--- config.mk ---
export PLATFORM = sky130hd
export DESIGN_NAME = fade_halt_seq
export DESIGN_NICKNAME = d
export VERILOG_FILES = /design/src/rtl/fhs_pkg.sv /design/src/rtl/fhs_fsm.sv /design/src/rtl/fhs_ramp.sv /design/src/rtl/fhs_burst.sv /design/src/rtl/fade_halt_seq.sv
export SDC_FILE = /design/constraint.sdc
export NUM_CORES = 1
export LEC_CHECK = 0
export ABC_AREA = 0
export BUFFER_PORTS_ARGS = -buffer_cell sky130_fd_sc_hd__buf_2
export CAP_MARGIN = 15
export CORE_MARGIN = 4
export CORE_UTILIZATION = 49
export CTS_CLUSTER_DIAMETER = 100
export DETAILED_ROUTE_END_ITERATION = 6
export PLACE_DENSITY = 0.86
export SYNTH_ARGS = -nofsm -noshare
export SYNTH_HDL_FRONTEND = slang
export SYNTH_HIERARCHICAL = 1
export SYNTH_SLANG_ARGS = --single-unit
--- constraint.sdc ---
create_clock -name clk -period 6.6 [get_ports clk]
set_input_delay 0.99 -clock clk [delete_from_list [all_inputs] [get_ports clk]]
set_output_delay 0.99 -clock clk [all_outputs]
set_load 0.005 [all_outputs]
--- src/rtl/fhs_pkg.sv ---
// Shared types for the soft shutdown sequencer.
package fhs_pkg;
    // Sequencer states; the order carries no meaning.
    typedef enum logic [1:0] {
        ST_RUN       = 2'd0,
        ST_RAMP_DOWN = 2'd1,
        ST_HALTED    = 2'd2,
        ST_RAMP_UP   = 2'd3
    } seq_state_t;
endpackage

--- src/rtl/fhs_fsm.sv ---
// Sequencer state machine.
// Assumes at_zero/at_full come from the ramp level register of this cycle.
module fhs_fsm
    import fhs_pkg::*;
(
    input  logic       clk,
    input  logic       rst_n,
    input  logic       shutdown_req,
    input  logic       at_zero,
    input  logic       at_full,
    output seq_state_t state
);
    seq_state_t state_nx;

    // Next-state selection from request level and ramp end points.
    always_comb begin
        state_nx = state;
        unique case (state)
            ST_RUN:       if (shutdown_req) state_nx = ST_RAMP_DOWN;
            ST_RAMP_DOWN: if (!shutdown_req) state_nx = ST_RAMP_UP;
                          else if (at_zero)  state_nx = ST_HALTED;
            ST_HALTED:    if (!shutdown_req) state_nx = ST_RAMP_UP;
            ST_RAMP_UP:   if (shutdown_req)  state_nx = ST_RAMP_DOWN;
                          else if (at_full)  state_nx = ST_RUN;
            default:      state_nx = ST_RUN;
        endcase
    end

    // State register.
    always_ff @(posedge clk) begin
        if (!rst_n) state <= ST_RUN;
        else        state <= state_nx;
    end
endmodule

--- src/rtl/fhs_ramp.sv ---
// Gain ramp: a level counter 0..RAMP_STEPS, moved one step per frame tick,
// scaled to a fixed-point coefficient. Assumes (1<<FRAC_W) divisible by RAMP_STEPS.
module fhs_ramp
    import fhs_pkg::*;
#(
    parameter int GAIN_W     = 22,
    parameter int FRAC_W     = 20,
    parameter int RAMP_STEPS = 512
) (
    input  logic              clk,
    input  logic              rst_n,
    input  seq_state_t        state,
    input  logic              frame_tick,
    output logic [GAIN_W-1:0] gain_out,
    output logic              at_zero,
    output logic              at_full
);
    localparam int LVL_W = $clog2(RAMP_STEPS + 1);
    localparam int UNITY = 1 << FRAC_W;
    localparam int STEP  = UNITY / RAMP_STEPS;
    localparam logic [LVL_W-1:0] LVL_MAX = LVL_W'(RAMP_STEPS);

    logic [LVL_W-1:0] level;

    // End-point flags for the state machine.
    always_comb begin
        at_zero = (level == '0);
        at_full = (level == LVL_MAX);
    end

    // Level counter: down during fade-out, up during fade-in, on frame ticks only.
    always_ff @(posedge clk) begin
        if (!rst_n) begin
            level <= LVL_MAX;
        end else if (frame_tick) begin
            if (state == ST_RAMP_DOWN && !at_zero)
                level <= level - 1'b1;
            else if (state == ST_RAMP_UP && !at_full)
                level <= level + 1'b1;
        end
    end

    // Scale the level to the coefficient format.
    always_comb gain_out = GAIN_W'(level) * GAIN_W'(STEP);
endmodule

--- src/rtl/fhs_burst.sv ---
// Burst memory port: start strobe loads an address, each access uses it and
// advances it. Assumes halted is the registered status of this cycle.
module fhs_burst #(
    parameter int ADDR_W = 8,
    parameter int DATA_W = 22
) (
    input  logic              clk,
    input  logic              rst_n,
    input  logic              halted,
    input  logic              host_start,
    input  logic [ADDR_W-1:0] host_addr,
    input  logic              host_valid,
    input  logic              host_write,
    input  logic [DATA_W-1:0] host_wdata,
    output logic              mem_en,
    output logic              mem_we,
    output logic [ADDR_W-1:0] mem_addr,
    output logic [DATA_W-1:0] mem_wdata
);
    logic [ADDR_W-1:0] addr_q;
    logic              load_ok;

    // Address for this cycle: a fresh start address wins over the pointer.
    always_comb begin
        load_ok   = halted && host_start;
        mem_addr  = load_ok ? host_addr : addr_q;
        mem_en    = halted && host_valid;
        mem_we    = mem_en && host_write;
        mem_wdata = host_wdata;
    end

    // Pointer: advance past an accepted access, else take a start address.
    always_ff @(posedge clk) begin
        if (!rst_n)      addr_q <= '0;
        else if (mem_en) addr_q <= mem_addr + 1'b1;
        else if (load_ok) addr_q <= host_addr;
    end
endmodule

--- src/rtl/fade_halt_seq.sv ---
// Soft shutdown sequencer top: fades gain to zero, halts the core, opens a
// burst memory port while halted, and fades back in on release.
// Assumes frame_tick is a one-cycle pulse at the audio frame rate.
module fade_halt_seq
    import fhs_pkg::*;
#(
    parameter int GAIN_W     = 22,
    parameter int FRAC_W     = 20,
    parameter int RAMP_STEPS = 512,
    parameter int ADDR_W     = 8,
    parameter int DATA_W     = 22
) (
    input  logic              clk,
    input  logic              rst_n,
    input  logic              shutdown_req,
    input  logic              frame_tick,
    output logic [GAIN_W-1:0] gain_out,
    output logic              core_run,
    output logic              halted,
    input  logic              host_start,
    input  logic [ADDR_W-1:0] host_addr,
    input  logic              host_valid,
    input  logic              host_write,
    input  logic [DATA_W-1:0] host_wdata,
    output logic              mem_en,
    output logic              mem_we,
    output logic [ADDR_W-1:0] mem_addr,
    output logic [DATA_W-1:0] mem_wdata
);
    seq_state_t state;
    logic       at_zero;
    logic       at_full;

    fhs_fsm u_fsm (
        .clk          (clk),
        .rst_n        (rst_n),
        .shutdown_req (shutdown_req),
        .at_zero      (at_zero),
        .at_full      (at_full),
        .state        (state)
    );

    fhs_ramp #(
        .GAIN_W     (GAIN_W),
        .FRAC_W     (FRAC_W),
        .RAMP_STEPS (RAMP_STEPS)
    ) u_ramp (
        .clk        (clk),
        .rst_n      (rst_n),
        .state      (state),
        .frame_tick (frame_tick),
        .gain_out   (gain_out),
        .at_zero    (at_zero),
        .at_full    (at_full)
    );

    // Status and core enable decoded from the state.
    always_comb begin
        halted   = (state == ST_HALTED);
        core_run = (state != ST_HALTED);
    end

    fhs_burst #(
        .ADDR_W (ADDR_W),
        .DATA_W (DATA_W)
    ) u_burst (
        .clk        (clk),
        .rst_n      (rst_n),
        .halted     (halted),
        .host_start (host_start),
        .host_addr  (host_addr),
        .host_valid (host_valid),
        .host_write (host_write),
        .host_wdata (host_wdata),
        .mem_en     (mem_en),
        .mem_we     (mem_we),
        .mem_addr   (mem_addr),
        .mem_wdata  (mem_wdata)
    );
endmodule

==> results.yml <==
sta:
  hold_ws_ns: 0.534
  fmax_mhz: 316
  final_max_slew_viol_count: 0
  worst_pin_slew_ns: 0.676
  fin_crit_ns: 3.16
  skew_ns: 0.00596
  grt_setup_unrepaired: "no"
  slew_headroom: 0.548
  fin_tns_setup_ns: 0
  final-setup-viol-count: 0
  final_hold_viol_count: 0
  fin_crit_sh: 0.479
power:
  power_w: 0.000622
  switching_power_w: 0.000259
  power_density_nw_per_um2: 342
  p_sw_frac: 0.416
  peakVddDrop_mv: 0.214
  p_int_w: 0.000364
  power_frac_seq: 0.283
  pwr-share-clk: 0.164
  p_comb_frac: 0.553
  p_leak_nw: 0.970
layout:
  antennaDiodeCount: 0
  areaGrowthSynthToFinish_pct: 2.83
  n_fill_cell: 327
  drive_gt1_frac: 0.267
  final_nets: 270
clocking:
  postCtsSetupBuffers: 0
  holdBufCountCts: 0
  numCtsBuffers: 3
  cts_tree: "done"
  clk_latency_ns: 0.31
  clock-sinks: 20
  htree_levels: 1
  cts-resized-gates: 0
  root_buffer: "clkbuf_4"
  cts_buffer_depth: 2
  clkTransAtPathRegs_ns: 0.12
synth:
  synthTopCellsByCount: "buf_4, dfxtp_1, nor2_1"
  synthTopCellsByArea: "dfxtp_1, buf_4, ha_1"
  synthFlopType: "dfxtp_1"
  yosys_warnings: 6
  synth_area_leader_cell: "dfxtp_1"
  async_flop_share: 0
  synthDominantCellAreaShare: 0.226
  synth.avg_cell_area_um2: 8.76
  ys_seq_elements: 20
  ys_types: 45
  synth_edf_count: 0
  seq_area_frac_synth: 0.226
  yosysMostFrequentCell: "buf_4"
  netlist_area_um2: 1770
  synth_cells: 202
route:
  drt_iter0_drc: 71
  firstDrtPassIters: 4
  wirelength_um: 3560
  dr_total_vias: 1410
  viasPerCell: 5.36
  post_drt_wl_per_cell_um: 13.5
  postRouteAntennaNets: 0
  route.detailed.drc: 0
setup_path:
  cp_top_family: "simple AND/OR/NAND/NOR gates"
  endpoint_kind: "output port"
  critPathMaxFanout: 12
  crit_arrival_ns: 2.17
  slowest_stage: "dfxtp_1"
  critPathMaxStageDelay_ns: 0.49
  crit_buf_inv: 2
  start_kind: "register"
  required_ns: 5.61
  crit_chain: "nor2b_1 -> nand2_2 -> mux2i_1 -> inv_1 -> buf_2"
  crit_type: "register to output port"
grt:
  grt_pass1_vias: 1386
  grt_use_total: 0.164
  grt_max_degree: 15
  grt_pass1_wl_um: 5930
  antenna_found_initial: 0
  grt_overflow_total: 0
run:
  max_cap_viol_count: 0
placement:
  gp_congestion: 0.805
  io_buffers: 36
  place_hpwl_um: 2820
floorplan:
  pin_count: 93
  die_h_um: 68.1
  die_x_um: 68.1
  coreArea_um2: 3420
  start_util: 0.518
  die-area_um2: 4640
  num_rows: 21
run_status:
  status: "finished clean"
min_path:
  hp-class: "register to register"
-- through the flow --
step | instance area [um2] | cells | worst slack, ns | utilization
2_1_floorplan | 1810 | 213 | 3.81 | -
3_3_place_gp | 1770 | 259 | 3.67 | 0.518
3_5_place_dp | 1770 | 259 | 3.51 | 0.518
4_1_cts | 1820 | 263 | 3.41 | 0.533
5_1_grt | 1820 | 263 | 3.18 | 0.533
6_report | 1820 | 263 | 3.44 | 0.533
-- cell families after synthesis --
family | synth area share
AO/OA/AOI/OAI | 0.141
XOR/XNOR | 0.0594
adder cells (fa/ha/maj) | 0.110
buffers and inverters | 0.180
flip-flops | 0.226
multiplexers | 0.0961
other | 0.00212
AND/OR/NAND/NOR | 0.185
-- flip-flops by register name, summed over array words and instances, names as in the netlist --
signal and flops:
u_ramp/level 10, u_burst/addr_q 8, u_fsm/state 2
-- per-layer routing --
| layer | vias to the layer above | share of wire | global-route usage |
|---|---|---|---|
| met5 | - | 0 | 0 |
| met4 | 0 | 0.0062 | 0.0422 |
| met3 | 2 | 0.085 | 0.0476 |
| met2 | 45 | 0.50 | 0.307 |
| met1 | 667 | 0.41 | 0.177 |
| li1 | 696 | - | - |
-- final timing paths --
check / startpoint / endpoint / slack (ns) / cells past startpoint
hold / removal: u_ramp/level[6]$_SDFFE_PN0P_ / u_ramp/level[6]$_SDFFE_PN0P_ / 0.53 / 2
setup / recovery: u_fsm/state[1]$_SDFFE_PN0P_ / mem_addr[5] / 3.44 / 5
setup reg to reg: u_ramp/level[6]$_SDFFE_PN0P_ / u_ramp/level[8]$_SDFFE_PN0P_ / 3.45 / 12
hold reg to reg: u_ramp/level[6]$_SDFFE_PN0P_ / u_ramp/level[6]$_SDFFE_PN0P_ / 0.53 / 2
-- cell usage in the layout, fill, tap and decap left out, types with 5 or more instances in the layout --
cell type / count
ha_1: 14
nand2_1: 8
nand3_1: 5
conb_1: 12
inv_1: 9
nand2b_1: 5
dfxtp_1: 20
mux2i_1: 8
xnor2_1: 5
xor2_1: 7
a21o_1: 6
a21oi_1: 10
nor2_1: 15
mux2_2: 8
buf_2: 36
-- worst reg2reg max path, cell delays in order, from the launching register on --
cell	delay, ns
dfxtp_1	0.36
nor4_1	0.26
nand2_1	0.13
nor4_4	0.24
nor2b_1	0.21
nor2_1	0.19
fa_1	0.45
a21o_1	0.20
a21o_1	0.19
a21o_1	0.20
a21oi_1	0.21
nor4_1	0.07
a311o_1	0.32
-- area by class of cell --
cell class	instances	area, um2	area share
clock buffer	3	22.5	0.0124
inverter	10	37.5	0.0206
clock inverter	1	30.0	0.0165
multi-input combinational	147	1090	0.600
tap	46	57.6	0.0316
timing repair buffer	36	180	0.0990
sequential	20	400	0.220
-- power by group through the flow --
stage                     Combinational, W  Clock (W)  Sequential, W
after floorplan                   0.000281          0       0.000173
after global placement            0.000328          0       0.000178
after detailed placement          0.000342          0       0.000179
after CTS                         0.000345   0.000105       0.000176
after global routing              0.000388   0.000112       0.000181
final                             0.000344   0.000102       0.000176
Power figures use the tool's default switching activity.
